## config.mk

```make
export PLATFORM = sky130hd
export DESIGN_NAME = part_guard
export DESIGN_NICKNAME = d
export VERILOG_FILES = /design/src/rtl/part_guard_pkg.sv /design/src/rtl/pg_cfg_regs.sv /design/src/rtl/pg_slice_sched.sv /design/src/rtl/pg_thread_timer.sv /design/src/rtl/pg_win_chk.sv /design/src/rtl/part_guard.sv
export SDC_FILE = /design/constraint.sdc
export NUM_CORES = 1
export LEC_CHECK = 0
export BUFFER_PORTS_ARGS = -buffer_cell sky130_fd_sc_hd__buf_2
export CAP_MARGIN = 20
export CORE_UTILIZATION = 30
export DETAILED_ROUTE_END_ITERATION = 10
export GPL_TIMING_DRIVEN = 0
export PLACE_DENSITY_LB_ADDON = 0.25
export RECOVER_POWER = 50
export SLEW_MARGIN = 10
export SYNTH_ARGS = -nofsm -noshare
export SYNTH_HDL_FRONTEND = slang
export SYNTH_HIERARCHICAL = 1
export SYNTH_SLANG_ARGS = --single-unit
```

## constraint.sdc

```tcl
create_clock -name clk -period 3.3 [get_ports clk]
set_input_delay 0.165 -clock clk [delete_from_list [all_inputs] [get_ports clk]]
set_output_delay 0.165 -clock clk [all_outputs]
set_load 0.005 [all_outputs]
```

## src/rtl/part_guard_pkg.sv

```systemverilog
package part_guard_pkg;

    localparam int NUM_PART = 2;
    localparam int NUM_WIN  = 3;   // windows 0 and 1 per partition, 2 shared
    localparam int GLB_WIN  = 2;
    localparam int CFG_AW   = 4;

    typedef enum logic [CFG_AW-1:0] {
        CR_CTRL   = 4'h0,
        CR_SLICE0 = 4'h1,
        CR_SLICE1 = 4'h2,
        CR_THR0   = 4'h3,
        CR_THR1   = 4'h4,
        CR_BASE0  = 4'h5,
        CR_LIM0   = 4'h6,
        CR_BASE1  = 4'h7,
        CR_LIM1   = 4'h8,
        CR_GBASE  = 4'h9,
        CR_GLIM   = 4'hA
    } cfg_reg_e;

endpackage

```

## src/rtl/pg_cfg_regs.sv

```systemverilog
module pg_cfg_regs
    import part_guard_pkg::*;
#(
    parameter int ADDR_W  = 32,
    parameter int SLICE_W = 16,
    parameter int THR_W   = 16
) (
    input  logic                                 clk,
    input  logic                                 rst_n,
    input  logic                                 we,
    input  logic [CFG_AW-1:0]                    addr,
    input  logic [ADDR_W-1:0]                    wdata,
    output logic                                 enable,
    output logic [NUM_PART-1:0][SLICE_W-1:0]     slice_rl,
    output logic [NUM_PART-1:0][THR_W-1:0]       thr_rl,
    output logic [NUM_PART-1:0]                  thr_load,
    output logic [NUM_WIN-1:0][ADDR_W-1:0]       win_base,
    output logic [NUM_WIN-1:0][ADDR_W-1:0]       win_lim
);

    typedef struct packed {
        logic                             en;
        logic [NUM_PART-1:0][SLICE_W-1:0] slice;
        logic [NUM_PART-1:0][THR_W-1:0]   thr;
        logic [NUM_PART-1:0]              load;
        logic [NUM_WIN-1:0][ADDR_W-1:0]   base;
        logic [NUM_WIN-1:0][ADDR_W-1:0]   lim;
    } cfg_st_t;

    cfg_st_t st_d, st_q;
    cfg_reg_e sel;

    assign sel = cfg_reg_e'(addr);

    always_comb begin
        st_d      = st_q;
        st_d.load = '0;
        if (we) begin
            case (sel)
                CR_CTRL:   st_d.en          = wdata[0];
                CR_SLICE0: st_d.slice[0]    = wdata[SLICE_W-1:0];
                CR_SLICE1: st_d.slice[1]    = wdata[SLICE_W-1:0];
                CR_THR0: begin
                    st_d.thr[0]  = wdata[THR_W-1:0];
                    st_d.load[0] = 1'b1;
                end
                CR_THR1: begin
                    st_d.thr[1]  = wdata[THR_W-1:0];
                    st_d.load[1] = 1'b1;
                end
                CR_BASE0:  st_d.base[0]       = wdata;
                CR_LIM0:   st_d.lim[0]        = wdata;
                CR_BASE1:  st_d.base[1]       = wdata;
                CR_LIM1:   st_d.lim[1]        = wdata;
                CR_GBASE:  st_d.base[GLB_WIN] = wdata;
                CR_GLIM:   st_d.lim[GLB_WIN]  = wdata;
                default: ;
            endcase
        end
    end

    always_ff @(posedge clk or negedge rst_n) begin
        if (!rst_n) begin
            st_q.en    <= 1'b0;
            st_q.slice <= '1;
            st_q.thr   <= '1;
            st_q.load  <= '0;
            st_q.base  <= '1;
            st_q.lim   <= '0;
        end else begin
            st_q <= st_d;
        end
    end

    assign enable   = st_q.en;
    assign slice_rl = st_q.slice;
    assign thr_rl   = st_q.thr;
    assign thr_load = st_q.load;
    assign win_base = st_q.base;
    assign win_lim  = st_q.lim;

    AST_LOAD_ONEHOT: assert property (@(posedge clk) disable iff (!rst_n)
        $onehot0(thr_load)) else $error("two timer loads at once");

endmodule

```

## src/rtl/pg_slice_sched.sv

```systemverilog
module pg_slice_sched
    import part_guard_pkg::*;
#(
    parameter int SLICE_W = 16
) (
    input  logic                             clk,
    input  logic                             rst_n,
    input  logic                             enable,
    input  logic [NUM_PART-1:0][SLICE_W-1:0] slice_rl,
    output logic                             active
);

    typedef struct packed {
        logic               act;
        logic [SLICE_W-1:0] cnt;
    } sch_st_t;

    sch_st_t st_d, st_q;

    always_comb begin
        st_d = st_q;
        if (!enable) begin
            st_d.act = 1'b0;
            st_d.cnt = slice_rl[0];
        end else if (st_q.cnt == '0) begin
            st_d.act = ~st_q.act;
            st_d.cnt = slice_rl[~st_q.act];
        end else begin
            st_d.cnt = st_q.cnt - 1'b1;
        end
    end

    always_ff @(posedge clk or negedge rst_n) begin
        if (!rst_n) begin
            st_q.act <= 1'b0;
            st_q.cnt <= '0;
        end else begin
            st_q <= st_d;
        end
    end

    assign active = st_q.act;

    AST_SWITCH_AT_EXPIRY: assert property (@(posedge clk) disable iff (!rst_n)
        !$stable(active) |-> $past(!enable || st_q.cnt == '0)) else $error("early switch");
    AST_OFF_RUNS_P0: assert property (@(posedge clk) disable iff (!rst_n)
        !enable |=> !active) else $error("partition 1 while off");

endmodule

```

## src/rtl/pg_thread_timer.sv

```systemverilog
module pg_thread_timer #(
    parameter int THR_W = 16
) (
    input  logic             clk,
    input  logic             rst_n,
    input  logic             run,
    input  logic             load,
    input  logic [THR_W-1:0] reload,
    output logic             irq
);

    typedef struct packed {
        logic             irq;
        logic [THR_W-1:0] cnt;
    } thr_st_t;

    thr_st_t st_d, st_q;

    always_comb begin
        st_d     = st_q;
        st_d.irq = 1'b0;
        if (load) begin
            st_d.cnt = reload;
        end else if (run) begin
            if (st_q.cnt == '0) begin
                st_d.irq = 1'b1;
                st_d.cnt = reload;
            end else begin
                st_d.cnt = st_q.cnt - 1'b1;
            end
        end
    end

    always_ff @(posedge clk or negedge rst_n) begin
        if (!rst_n) begin
            st_q.irq <= 1'b0;
            st_q.cnt <= '1;
        end else begin
            st_q <= st_d;
        end
    end

    assign irq = st_q.irq;

    AST_IRQ_ONLY_WHEN_RUN: assert property (@(posedge clk) disable iff (!rst_n)
        irq |-> $past(run)) else $error("irq from idle partition");
    AST_HOLD_WHEN_IDLE: assert property (@(posedge clk) disable iff (!rst_n)
        (!run && !load) |=> $stable(st_q.cnt)) else $error("idle timer moved");

endmodule

```

## src/rtl/pg_win_chk.sv

```systemverilog
module pg_win_chk
    import part_guard_pkg::*;
#(
    parameter int ADDR_W = 32
) (
    input  logic                           clk,
    input  logic                           rst_n,
    input  logic                           enable,
    input  logic                           active,
    input  logic [NUM_WIN-1:0][ADDR_W-1:0] win_base,
    input  logic [NUM_WIN-1:0][ADDR_W-1:0] win_lim,
    input  logic                           bus_valid,
    input  logic [ADDR_W-1:0]              bus_addr,
    output logic                           grant,
    output logic                           fault,
    output logic                           fault_part
);

    typedef struct packed {
        logic flt;
        logic part;
    } flt_st_t;

    flt_st_t st_d, st_q;
    logic [NUM_WIN-1:0] hit;
    logic own_hit;
    logic allowed;

    for (genvar w = 0; w < NUM_WIN; w++) begin : g_win
        assign hit[w] = (bus_addr >= win_base[w]) && (bus_addr <= win_lim[w]);
    end

    assign own_hit = active ? hit[1] : hit[0];
    assign allowed = !enable || own_hit || hit[GLB_WIN];
    assign grant   = bus_valid && allowed;

    always_comb begin
        st_d.flt  = bus_valid && !allowed;
        st_d.part = st_d.flt ? active : st_q.part;
    end

    always_ff @(posedge clk or negedge rst_n) begin
        if (!rst_n) begin
            st_q.flt  <= 1'b0;
            st_q.part <= 1'b0;
        end else begin
            st_q <= st_d;
        end
    end

    assign fault      = st_q.flt;
    assign fault_part = st_q.part;

    AST_FAULT_FOLLOWS_BLOCK: assert property (@(posedge clk) disable iff (!rst_n)
        fault |-> $past(bus_valid && !grant)) else $error("fault without block");
    AST_FAULT_ID: assert property (@(posedge clk) disable iff (!rst_n)
        fault |-> (fault_part == $past(active))) else $error("wrong fault id");
    AST_GRANT_NEEDS_VALID: assert property (@(posedge clk) disable iff (!rst_n)
        grant |-> bus_valid) else $error("grant without strobe");

endmodule

```

## src/rtl/part_guard.sv

```systemverilog
module part_guard
    import part_guard_pkg::*;
#(
    parameter int ADDR_W  = 32,
    parameter int SLICE_W = 16,
    parameter int THR_W   = 16
) (
    input  logic                clk,
    input  logic                rst_n,
    input  logic                cfg_we,
    input  logic [CFG_AW-1:0]   cfg_addr,
    input  logic [ADDR_W-1:0]   cfg_wdata,
    input  logic                bus_valid,
    input  logic [ADDR_W-1:0]   bus_addr,
    output logic                bus_grant,
    output logic                fault_pulse,
    output logic                fault_part,
    output logic                active_part,
    output logic [NUM_PART-1:0] thr_irq
);

    logic                             en;
    logic [NUM_PART-1:0][SLICE_W-1:0] slice_rl;
    logic [NUM_PART-1:0][THR_W-1:0]   thr_rl;
    logic [NUM_PART-1:0]              thr_load;
    logic [NUM_WIN-1:0][ADDR_W-1:0]   win_base;
    logic [NUM_WIN-1:0][ADDR_W-1:0]   win_lim;

    pg_cfg_regs #(.ADDR_W(ADDR_W), .SLICE_W(SLICE_W), .THR_W(THR_W)) u_cfg (
        .clk      (clk),
        .rst_n    (rst_n),
        .we       (cfg_we),
        .addr     (cfg_addr),
        .wdata    (cfg_wdata),
        .enable   (en),
        .slice_rl (slice_rl),
        .thr_rl   (thr_rl),
        .thr_load (thr_load),
        .win_base (win_base),
        .win_lim  (win_lim)
    );

    pg_slice_sched #(.SLICE_W(SLICE_W)) u_sched (
        .clk      (clk),
        .rst_n    (rst_n),
        .enable   (en),
        .slice_rl (slice_rl),
        .active   (active_part)
    );

    for (genvar p = 0; p < NUM_PART; p++) begin : g_thr
        pg_thread_timer #(.THR_W(THR_W)) u_tmr (
            .clk    (clk),
            .rst_n  (rst_n),
            .run    (active_part == 1'(p)),
            .load   (thr_load[p]),
            .reload (thr_rl[p]),
            .irq    (thr_irq[p])
        );
    end

    pg_win_chk #(.ADDR_W(ADDR_W)) u_win (
        .clk        (clk),
        .rst_n      (rst_n),
        .enable     (en),
        .active     (active_part),
        .win_base   (win_base),
        .win_lim    (win_lim),
        .bus_valid  (bus_valid),
        .bus_addr   (bus_addr),
        .grant      (bus_grant),
        .fault      (fault_pulse),
        .fault_part (fault_part)
    );

    AST_OFF_ALL_GRANTED: assert property (@(posedge clk) disable iff (!rst_n)
        !en |-> (bus_grant == bus_valid)) else $error("refused while off");
    AST_IRQ1_AFTER_P1: assert property (@(posedge clk) disable iff (!rst_n)
        thr_irq[1] |-> $past(active_part)) else $error("irq1 from p0 time");

endmodule

```

==> key figures, run 1 <==
Outcome
  – Status: finished, violations left
  – Failing checks: max-capacitance violations, max-slew violations

Power
  – Sw frac: 0.310
  – Comb power frac: 0.263
  – Pleak: 9.45 nW
  – VDD IR-drop max: 0.345 mV
  – Pint: 10.0 mW
  – Sequential share of power: 0.413
  – Power Density: 669 nW/um^2
  – Net switching power: 4.48 mW
  – Clock share of power: 0.324
  – Pwr Total: 14.5 mW

Synth
  – Number of synthesized register bits: 312
  – Synth area leader: dfstp_2
  – Synth Flop Type: dfstp_2
  – YS warnings: 6
  – Mapped Area: 18500 sq um
  – Number of library cell types mapped by synthesis: 89
  – Number of enable flip-flop cells after synthesis: 0
  – Mapped Nets: 1957
  – Most frequent cell after synthesis: mux2_2
  – Post-synth top area share: 0.272
  – Post-synthesis sequential area ratio: 0.434
  – Syn Area/Cell: 11.0 sq um
  – Synthesized instance count: 1687
  – Async set-reset flop share out of synthesis: 1.00
  – Ranking of synthesized cells by area: dfstp_2, dfrtp_1, ha_1
  – Synth top cells by count: mux2_2, inv_1, ha_1

GRT
  – Initial antenna violation count: 1
  – Vias in the first global route: 13.9k
  – Total global-route track usage: 0.166
  – First-pass GRT wire length: 81300 um
  – Pin count of the biggest net entering global routing: 100
  – Total gr overflow: 0

Detailed routing
  – Vias: 13.4k
  – Iteration-0 DRC Markers: 690
  – Wirelength per Cell: 19.4 um
  – Vias per cell: 5.08
  – Post-Route WL: 51100 um
  – Drt drc: 0
  – DRT Pass-1 Iters: 5
  – Detail Route Antenna Nets: 0

CTS
  – Clock Latency Late Sink: 570 ps
  – TritonCTS Buffers: 39
  – Worst-path clk slew: 60 ps
  – Clock buffer depth: 3
  – CTS root buffer: clkbuf_16
  – H-tree lvl count: 2
  – Clock Sinks: 312
  – TritonCTS clock tree: done

Final layout
  – Sequential cell area: 8050 sq um
  – Fillers: 6081
  – Nets: 2094
  – Layout cell share with drive strength beyond 1: 0.336
  – # diodes: 0
  – Area delta synth->final: 16.8%
  – Multi-input gate area: 9530 sq um
  – Util after Layout: 0.357

Critical path
  – Crit start category: flip-flop
  – CP Launch Point: u_cfg/win_base[13]
  – Worst setup endpoint: bus_grant
  – Flop-to-flop setup slack: 180 ps
  – CP Data Arrival Time: 3110 ps
  – WS Path Type: flip-flop to output port
  – Worst r2r dst: u_win/fault_part
  – Critical R2R Launch: u_cfg/win_base[13]
  – Worst reg2reg path depth: 10
  – Worst path required time: 3130 ps
  – Crit end category: output port
  – Max FO, Critical Path: 2

STA
  – Crit share post-route: 0.993
  – Setup violators final: 0
  – Hold Vio Cnt, Final: 0
  – Max-slew violation count: 68
  – Clock Skews: 27.3 ps
  – Worst-Margin Slew: 1820 ps
  – Final worst slack: 24.3 ps
  – FMAX: 305 MHz
  – Fin crit period: 3280 ps
  – Rel. slew slack: -0.212
  – Unrepaired setup endpoints after global routing: yes

Placement
  – Worst slack, placed: -248 ps
  – # port buffers: 60
  – Post-DP HPWL: 36700 um
  – GP Congestion: 0.842

Hold path
  – HP Class: input pin to flip-flop

Die
  – Die area: 62800 sq um
  – Die X: 251 um
  – I/O pin cnt: 78
  – Core Region: 60700 sq um
  – Initial core utilization: 0.306
  – Cell Rows: 90
  – Die Y: 251 um

Run
  – Max-Cap Viols: 1
==> power groups by stage <==
| stage | clock (mW) | combinational, mW | sequential (mW) |
|---|---|---|---|
| global route | 4.98 | 4.33 | 6.13 |
| floorplan | 0 | 2.79 | 5.79 |
| global placement | 0 | 3.59 | 5.99 |
| finish | 4.69 | 3.81 | 5.98 |
| detailed placement | 0 | 3.73 | 6.02 |
| CTS | 4.84 | 3.89 | 5.97 |
==> metrics by stage <==
step / hold WS, ps / instances / area, sq um / setup TNS (ps)
final: 121 / 2637 / 21700 / 0
after global placement: 427 / 2529 / 19800 / -862650
after floorplan: -131 / 1687 / 18500 / 0
after global routing: 121 / 2637 / 21700 / -1910
after detailed placement: 176 / 2532 / 19900 / -396
after CTS: 37.9 / 2634 / 21800 / -12.6
==> cells by family after synthesis <==
group,count (synthesis),synth area share
and+or+nand+nor,361,0.107
AOI/OAI and AO/OA,279,0.0969
buffers and inverters,267,0.0577
adders and majority gates,198,0.134
DFF,312,0.434
muxes,265,0.168
xor gates and xnor gates,5,0.00236
==> cell usage in the layout (no fill, tap or decap), drive strengths merged, types with 35 or more instances in the layout <==
cell	n
a21oi	102
buf	104
clkbuf	92
dfrtp	120
dfstp	192
ha	198
inv	206
mux2	262
nand2	92
nand3	38
nand4	35
nor2	69
o21ai	61
==> repair_timing <==
| item | in CTS | in global routing |
|---|---|---|
| hold buffers | 19 | 0 |
| gates resized for setup | 29 | 6 |
| endpoints found under the setup margin | 2 | 1 |
| hold endpoints to repair | 165 | 0 |
| setup buffers | 11 | 3 |
| pin swaps | 14 | 8 |
==> how the worst min path moves through the flow <==
| stage | start | to | slack (ps) | cells after the start |
|---|---|---|---|---|
| after floorplan | rst_n | g_thr[0].u_tmr/irq | -130 | 0 |
| after global placement | cfg_wdata[0] | u_cfg/win_lim[64] | 430 | 2 |
| after detailed placement | rst_n | g_thr[1].u_tmr/irq | 180 | 1 |
| after CTS | cfg_addr[2] | u_cfg/enable | 40 | 4 |
| after global routing | cfg_addr[2] | u_cfg/enable | 120 | 4 |
| final | cfg_addr[2] | u_cfg/enable | 120 | 4 |
==> sequential cells by signal, summed over array words and instances (netlist names), 2 cells and up <==
name,flops
u_cfg/slice_rl,32
u_cfg/thr_rl,32
g_thr.u_tmr/irq,2
u_cfg/thr_load,2
u_sched/st_q,16
u_cfg/win_base,96
g_thr.u_tmr/st_q,32
u_cfg/win_lim,96
==> layer usage <==
metal / global-route usage / routed length [um] / part of all wire
met1: 0.226 / 23900 / 0.47
met2: 0.276 / 24200 / 0.47
met3: 0.0218 / 1760 / 0.034
met4: 0.0463 / 1250 / 0.024
met5: 0 / 0 / 0
==> worst max-delay path, cell delays in order (launching register included) <==
cell and delay (ps):
dfstp_2 520, inv_1 40, ha_1 290, a21o_1 190, a221o_1 320, a22oi_1 230
o2111ai_1 180, o311a_4 420, o31a_1 240, buf_2 120
==> cell type report <==
cell class	instances	area share
Inverter	207	0.0359
Tap cell	782	0.0452
Multi-Input combinational cell	1108	0.440
Clock buffer	59	0.0546
Sequential cell	312	0.372
Clock inverter	13	0.0107
Timing Repair Buffer	96	0.0305
Buffer	60	0.0114
Note: power is estimated with default switching activity, not from simulation.
==> inputs of run 2 (changes only) <==
--- a/config.mk
+++ b/config.mk
@@ -7,7 +7,7 @@
 export LEC_CHECK = 0
 export BUFFER_PORTS_ARGS = -buffer_cell sky130_fd_sc_hd__buf_2
 export CAP_MARGIN = 20
-export CORE_UTILIZATION = 30
+export CORE_UTILIZATION = 25
 export DETAILED_ROUTE_END_ITERATION = 10
 export GPL_TIMING_DRIVEN = 0
 export PLACE_DENSITY_LB_ADDON = 0.25
==> run 2 against run 1 <==
The flow finishes with violations (design-rule violations, max-capacitance violations, max-slew violations). Die area rose by 20%. Critical path depth rose by 1. Sequential cell count did not move. Largest cell class unchanged. Final cell count rose by 6.7%. Critical endpoint unchanged. Worst setup slack got worse by 18 ps. Non-clock buffer count fell by 4. Global-route usage fell by 2.2 points. First-iteration DRC count fell by 3.2%. Clock skew rose by 11 ps. Sequential power barely moved.
==> key figures, run 2 (same netlist as run 1, synthesis figures left out) <==
Outcome
  – Status: finished, violations left (unchanged)
  – Failing checks: design-rule violations, max-capacitance violations, max-slew violations (was max-capacitance violations, max-slew violations)

Critical path
  – Worst reg2reg path depth: 10 (unchanged)
  – Worst path required time: 3130 ps (about the same)
  – Flop-to-flop setup slack: 230 ps (was 180 ps)
  – Crit end category: output port (unchanged)
  – WS Path Type: flip-flop to output port (unchanged)
  – Max FO, Critical Path: 2 (unchanged)
  – Worst r2r dst: u_win/fault_part (unchanged)
  – Critical R2R Launch: u_cfg/win_base[13] (unchanged)
  – Crit start category: flip-flop (unchanged)
  – CP Data Arrival Time: 3130 ps (was 3110 ps)

Die
  – Core Region: 73200 sq um (was 60700 sq um)
  – I/O pin cnt: 78 (unchanged)
  – Die Y: 274 um (was 251 um)
  – Cell Rows: 99 (was 90)
  – Die area: 75300 sq um (was 62800 sq um)
  – Die X: 274 um (was 251 um)
  – Initial core utilization: 0.253 (was 0.306)

Detailed routing
  – Vias per cell: 4.71 (was 5.08)
  – Iteration-0 DRC Markers: 668 (was 690)
  – Vias: 13.3k (was 13.4k)
  – DRT Pass-1 Iters: 8 (was 5)
  – Wirelength per Cell: 18.9 um (was 19.4 um)
  – Post-Route WL: 53100 um (was 51100 um)
  – Drt drc: 12 (was 0)
  – Detail Route Antenna Nets: 0 (unchanged)

CTS
  – H-tree lvl count: 2 (unchanged)
  – Clock Sinks: 312 (unchanged)
  – TritonCTS clock tree: done (unchanged)
  – Clock Latency Late Sink: 570 ps (about the same)
  – CTS root buffer: clkbuf_16 (unchanged)
  – Clock buffer depth: 3 (unchanged)
  – TritonCTS Buffers: 40 (was 39)
  – Worst-path clk slew: 60 ps (about the same)

STA
  – Fin crit period: 3290 ps (was 3280 ps)
  – WHS: 103 ps (was 121 ps)
  – Setup violators final: 0 (unchanged)
  – Setup TNS: 0 ps (unchanged)
  – FMAX: 304 MHz (was 305 MHz)
  – Hold Vio Cnt, Final: 0 (unchanged)
  – Unrepaired setup endpoints after global routing: yes (unchanged)
  – Rel. slew slack: -0.369 (was -0.212)
  – Clock Skews: 38.0 ps (was 27.3 ps)
  – Max-slew violation count: 32 (was 68)
  – Worst-Margin Slew: 2050 ps (was 1820 ps)
  – Crit share post-route: 0.998 (was 0.993)

GRT
  – Initial antenna violation count: 9 (was 1)
  – First-pass GRT wire length: 83200 um (was 81300 um)
  – Total gr overflow: 0 (unchanged)
  – Total global-route track usage: 0.144 (was 0.166)
  – Vias in the first global route: 13.8k (was 13.9k)
  – Pin count of the biggest net entering global routing: 103 (was 100)

Run
  – Max-Cap Viols: 1 (unchanged)

Power
  – Clock share of power: 0.303 (was 0.324)
  – Net switching power: 4.49 mW (was 4.48 mW)
  – Pint: 9.57 mW (was 10.0 mW)
  – Sw frac: 0.319 (was 0.310)
  – VDD IR-drop max: 0.360 mV (was 0.345 mV)
  – Power Density: 646 nW/um^2 (was 669 nW/um^2)
  – Comb power frac: 0.272 (was 0.263)
  – Sequential share of power: 0.425 (was 0.413)
  – Pleak: 9.40 nW (was 9.45 nW)

Final layout
  – Commonest non-fill, non-tap cell in the layout: mux2_2 (unchanged)
  – Nets: 2091 (was 2094)
  – Layout Cells excl Fill: 2814 (was 2637)
  – Area delta synth->final: 17.4% (was 16.8%)
  – Commonest non-fill, non-tap cells in the layout: mux2_2, inv_1, dfstp_2 (unchanged)
  – Layout cell share with drive strength beyond 1: 0.336 (about the same)

Hold path
  – HP Class: input pin to flip-flop (unchanged)
  – Hold Path Depth: 4 (unchanged)
  – Hold Crit Start: cfg_addr[2] (unchanged)
  – Hold Path Sink: u_cfg/enable (unchanged)

Placement
  – GP Congestion: 0.831 (was 0.842)
  – Post-Place Cells: 2709 (was 2532)
  – # port buffers: 60 (unchanged)
  – Post-DP HPWL: 37700 um (was 36700 um)
[run 2: cell types whose count changed in the layout (fill, tap and decap cells not counted), moves of 4 or more]
cell	previous run	this run
buf_2	72	76
buf_4	12	8
bufinv_16	6	1
clkbuf_1	39	43
mux2_1	42	38
mux2_4	3	7
[run 2: per-layer routing]
metal  vias up  wire length (um)  track usage
li1       6302                 -            -
met1      6617             25500        0.199
met2       248             23400        0.223
met3        86              2700       0.0301
met4         8              1460       0.0452
met5         -                56            0
[run 2: power by group through the flow]
stage | clock (mW) | combinational, mW | sequential [mW]
2_1_floorplan | 0 | 2.79 | 5.79
3_3_place_gp | 0 | 3.60 | 6.00
3_5_place_dp | 0 | 3.72 | 6.02
4_1_cts | 4.42 | 3.88 | 5.98
5_1_grt | 4.60 | 4.34 | 6.14
6_report | 4.26 | 3.82 | 5.98
[run 2: critical path, stage by stage, from the launching register on]
cell      delay (ps)
dfstp_2          520
inv_1             40
ha_1             300
a21oi_1          160
o21ai_0           90
a21oi_1          500
o221ai_4         220
a21oi_2          190
a311oi_4          90
o31a_1           320
buf_2            120
[run 2: final cells by class]
class	instances	area [sq um]
Antenna cell	3	7.51
Tap cell	959	1200
Sequential cell	312	8050
Clock buffer	63	1170
Buffer	60	250
Inverter	207	777
Fill cell	7576	51400
Multi-Input combinational cell	1108	9570
Timing Repair Buffer	92	651
Clock inverter	10	95.1
[run 2: through the flow]
stage | setup slack [ps] | util | instance area [sq um] | total power [mW]
2_1_floorplan | 611 | - | 18500 | 8.58
3_3_place_gp | -4180 | 0.274 | 20000 | 9.60
3_5_place_dp | -319 | 0.275 | 20100 | 9.75
4_1_cts | -11.5 | 0.299 | 21900 | 14.3
5_1_grt | -104 | 0.297 | 21800 | 15.1
6_report | 5.84 | 0.297 | 21800 | 14.1
[run 2: repair_timing]
item	in CTS	in global routing
pin swaps	15	9
resized for setup	27	11
hold endpoints to repair	194	0
hold buffers	19	0
endpoints found under the setup margin	3	1
buffers inserted	10	0
[run 2: worst max path at each step]
| stage | startpoint | endpoint | cells after the start |
|---|---|---|---|
| finish | u_cfg/win_base[89] | bus_grant | 10 |
| global route | u_cfg/win_base[22] | bus_grant | 10 |
| CTS | u_cfg/win_lim[89] | bus_grant | 10 |
| detailed placement | u_cfg/win_base[95] | u_win/fault_part | 10 |
| global placement | rst_n | u_cfg/win_lim[88] | 1 |
| floorplan | u_cfg/win_base[13] | u_win/fault_part | 9 |
==> inputs of run 3 (changes only) <==
--- a/config.mk
+++ b/config.mk
@@ -5,6 +5,7 @@
 export SDC_FILE = /design/constraint.sdc
 export NUM_CORES = 1
 export LEC_CHECK = 0
+export ABC_AREA = 1
 export BUFFER_PORTS_ARGS = -buffer_cell sky130_fd_sc_hd__buf_2
 export CAP_MARGIN = 20
 export CORE_UTILIZATION = 25
==> run 3 against run 2 <==
The run ends with max-capacitance violations, max-slew violations left. Worst hold slack better by 52 ps. Critical path depth up 5. Combinational power rose by 30%. Sequential power decreased by 0.8%. Cell area increased by 9.8%. Sequential share of layout area shrank 3.3 points. Utilization down 0.26 points. Die area up 11%. Via count rose by 31%. Clock skew grew 6.1 ps. Maximum frequency rose by 6.6%. Critical path type unchanged. First-iteration DRC count up 29%.
==> key figures, run 3 <==
Synth
  – YS warnings: 6 (unchanged)
  – Synthesized instance count: 2770 (was 1687)
  – Synth Flop Type: dfstp_2 (unchanged)
  – Mapped Area: 20600 sq um (was 18500 sq um)
  – Number of synthesized register bits: 312 (unchanged)
  – Async set-reset flop share out of synthesis: 1.00 (unchanged)
  – Number of enable flip-flop cells after synthesis: 0 (unchanged)
  – Syn Area/Cell: 7.44 sq um (was 11.0 sq um)
  – Most frequent cell after synthesis: nand2_1 (was mux2_2)
  – Synth area leader: dfstp_2 (unchanged)
  – Number of library cell types mapped by synthesis: 44 (was 89)
  – Post-synth top area share: 0.245 (was 0.272)
  – Ranking of synthesized cells by area: dfstp_2, nand2_1, dfrtp_1 (was dfstp_2, dfrtp_1, ha_1)
  – Mapped Nets: 3040 (was 1957)
  – Synth top cells by count: nand2_1, inv_1, ha_1 (was mux2_2, inv_1, ha_1)
  – Post-synthesis sequential area ratio: 0.390 (was 0.434)

Die
  – Die X: 289 um (was 274 um)
  – Die area: 83600 sq um (was 75300 sq um)
  – Initial core utilization: 0.254 (was 0.253)
  – Die Y: 289 um (was 274 um)
  – Core Region: 81100 sq um (was 73200 sq um)
  – I/O pin cnt: 78 (unchanged)
  – Cell Rows: 104 (was 99)

STA
  – Fin crit period: 3090 ps (was 3290 ps)
  – Rel. slew slack: -0.358 (was -0.369)
  – Setup TNS: 0 ps (unchanged)
  – Clock Skews: 44.1 ps (was 38.0 ps)
  – Unrepaired setup endpoints after global routing: no (was yes)
  – Setup violators final: 0 (unchanged)
  – Final worst slack: 211 ps (was 5.84 ps)
  – Crit share post-route: 0.936 (was 0.998)
  – Worst-Margin Slew: 2040 ps (was 2050 ps)
  – Hold Vio Cnt, Final: 0 (unchanged)
  – Max-slew violation count: 72 (was 32)
  – FMAX: 324 MHz (was 304 MHz)

GRT
  – Vias in the first global route: 16.9k (was 13.8k)
  – GR peak layer: met2 (unchanged)
  – Initial antenna violation count: 11 (was 9)
  – Total gr overflow: 0 (unchanged)
  – GR Util met3: 0.0264 (was 0.0301)
  – First-pass GRT wire length: 101000 um (was 83200 um)
  – Met1 Usage GRT: 0.217 (was 0.199)
  – Total global-route track usage: 0.158 (was 0.144)
  – Grt met2 use: 0.256 (was 0.223)
  – Pin count of the biggest net entering global routing: 83 (was 103)

Final layout
  – Util after Layout: 0.295 (was 0.297)
  – Commonest non-fill, non-tap cells in the layout: nand2_1, inv_1, ha_1 (was mux2_2, inv_1, dfstp_2)
  – # diodes: 0 (was 3)
  – Nets: 3170 (was 2091)
  – Area delta synth->final: 15.9% (was 17.4%)
  – Fillers: 8884 (was 7576)
  – Commonest non-fill, non-tap cell in the layout: nand2_1 (was mux2_2)
  – Layout cell share with drive strength beyond 1: 0.146 (was 0.336)

Power
  – Net switching power: 5.68 mW (was 4.49 mW)
  – Clock share of power: 0.297 (was 0.303)
  – Sw frac: 0.365 (was 0.319)
  – Pint: 9.86 mW (was 9.57 mW)
  – Sequential share of power: 0.382 (was 0.425)
  – Pleak: 12.2 nW (was 9.40 nW)
  – Comb power frac: 0.321 (was 0.272)
  – Power Density: 650 nW/um^2 (was 646 nW/um^2)
  – VDD IR-drop max: 0.422 mV (was 0.360 mV)
  – Pwr Total: 15.5 mW (was 14.1 mW)

Detailed routing
  – Vias: 17.4k (was 13.3k)
  – DRT Pass-1 Iters: 5 (was 8)
  – Vias per cell: 4.36 (was 4.71)
  – Wirelength per Cell: 16.3 um (was 18.9 um)
  – Post-Route WL: 65000 um (was 53100 um)
  – Drt drc: 0 (was 12)
  – Detail Route Antenna Nets: 0 (unchanged)
  – Iteration-0 DRC Markers: 861 (was 668)

CTS
  – TritonCTS Buffers: 42 (was 40)
  – Clock Latency Late Sink: 600 ps (was 570 ps)
  – CTS root buffer: clkbuf_16 (unchanged)
  – H-tree lvl count: 2 (unchanged)
  – Post-CTS Setup Inserts: 0 (was 10)
  – Clock buffer depth: 3 (unchanged)
  – TritonCTS clock tree: done (unchanged)
  – Clock Sinks: 312 (unchanged)
  – Worst-path clk slew: 60 ps (about the same)

Critical path
  – Critical-path cell list: inv_1 > ha_1 > nand2_1 > nor2_4 > nand2_1 > nor2_1 > nor2_1 > nand2_1 > nand2_1 > a21oi_1 > nand2_1 > nand2_1 > nor2_2 > a21oi_2 > buf_2 (was inv_1 > ha_1 > a21oi_1 > o21ai_0 > a21oi_1 > o221ai_4 > a21oi_2 > a311oi_4 > o31a_1 > buf_2)
  – WS Path Type: flip-flop to output port (unchanged)
  – Buffer and inverter count on the worst path: 2 (unchanged)
  – Worst path required time: 3130 ps (about the same)
  – Critical path's top delay family: simple AND/OR/NAND/NOR gates (was compound AO/OA/AOI/OAI gates)
  – Crit start category: flip-flop (unchanged)
  – Slowest cell on crit path: dfstp_2 (unchanged)
  – Max FO, Critical Path: 2 (unchanged)
  – Crit end category: output port (unchanged)
  – Max stage delay on crit path: 530 ps (was 520 ps)
  – CP Data Arrival Time: 2920 ps (was 3130 ps)
  – Cell mode on critical path: nand2_1 (was a21oi_1)

Placement
  – # port buffers: 62 (was 60)
  – GP Congestion: 0.839 (was 0.831)
  – Worst slack, placed: 637 ps (was -319 ps)
  – Post-DP HPWL: 46200 um (was 37700 um)

Outcome
  – Failing checks: max-capacitance violations, max-slew violations (was design-rule violations, max-capacitance violations, max-slew violations)
  – Status: finished, violations left (unchanged)

Hold path
  – HP Class: input pin to flip-flop (unchanged)

Run
  – Max-Cap Viols: 1 (unchanged)
==> run 3: changes by cell type after synthesis, moves of 26 or more <==
cell      previous run  this run
nand2_1             91      1035
inv_1              205       429
mux2_2             217         0
o21bai_1             0       130
nand3_1             38        98
nor2_1              67       125
nand4_1             32        74
mux2_4              37         0
clkbuf_1            14        42
buf_2               24        50
==> run 3: area by class of cell <==
| type | count | area, sq um | share of cell area |
|---|---|---|---|
| Tap cell | 1060 | 1330 | 0.0555 |
| Timing Repair Buffer | 86 | 598 | 0.0250 |
| Inverter | 442 | 1660 | 0.0694 |
| Sequential cell | 312 | 8050 | 0.337 |
| Clock inverter | 18 | 225 | 0.00943 |
| Clock buffer | 59 | 1150 | 0.0483 |
| Multi-Input combinational cell | 1915 | 10400 | 0.436 |
| Buffer | 101 | 464 | 0.0194 |
==> run 3: metal layers <==
metal,routed length (um),share of wire,vias to the layer above
li1,-,-,8920
met1,31000,0.48,8088
met2,29600,0.46,289
met3,2910,0.045,90
met4,1390,0.021,14
met5,86,0.0013,-
==> run 3: power groups by stage <==
stage | sequential [mW] | clock (mW) | combinational [mW]
floorplan | 5.74 | 0 | 3.82
global placement | 5.98 | 0 | 4.92
detailed placement | 5.97 | 0 | 4.98
CTS | 5.93 | 4.77 | 5.03
global route | 6.07 | 4.89 | 5.82
finish | 5.93 | 4.62 | 4.98
==> run 3: cells by family (layout without fill, tap and decap cells) <==
kind of cell               after synthesis  in the layout  share of synthesized area
xor gates and xnor gates                14             14                    0.00595
and+or+nand+nor                       1408           1408                      0.288
AOI/OAI and AO/OA                      295            295                     0.0919
buffers and inverters                  543            706                      0.104
adders and majority gates              198            198                      0.120
DFF                                    312            312                      0.390
==> run 3: worst min-delay path, cell delays in order <==
cell      delay, ps
clkbuf_1        350
nand2_1         170
nand2_1          50
==> run 3: timing repair <==
item,in CTS,in global routing
setup endpoints to repair,0,1
gates resized for setup,0,2
hold buffers,21,0
endpoints found under the hold margin,181,0
==> run 3: final timing paths <==
check	startpoint	end	slack (ps)	depth (start not counted)
min in group asynchronous	rst_n	u_cfg/win_lim[49]	720	2
min	cfg_wdata[15]	u_cfg/thr_rl[31]	150	3
min reg2reg	u_cfg/win_base[59]	u_cfg/win_base[59]	460	2
max in group asynchronous	rst_n	g_thr[0].u_tmr/st_q[6]	510	5
max	u_cfg/win_base[15]	bus_grant	210	15
max reg2reg	u_cfg/win_base[15]	u_win/fault_part	820	13
==> run 3: stage by stage <==
stage	area [sq um]	hold WS (ps)	instances
2_1_floorplan	20600	-131	2770
3_3_place_gp	22300	432	3892
3_5_place_dp	22300	192	3895
4_1_cts	23900	39.2	3993
5_1_grt	23900	150	3993
6_report	23900	155	3993
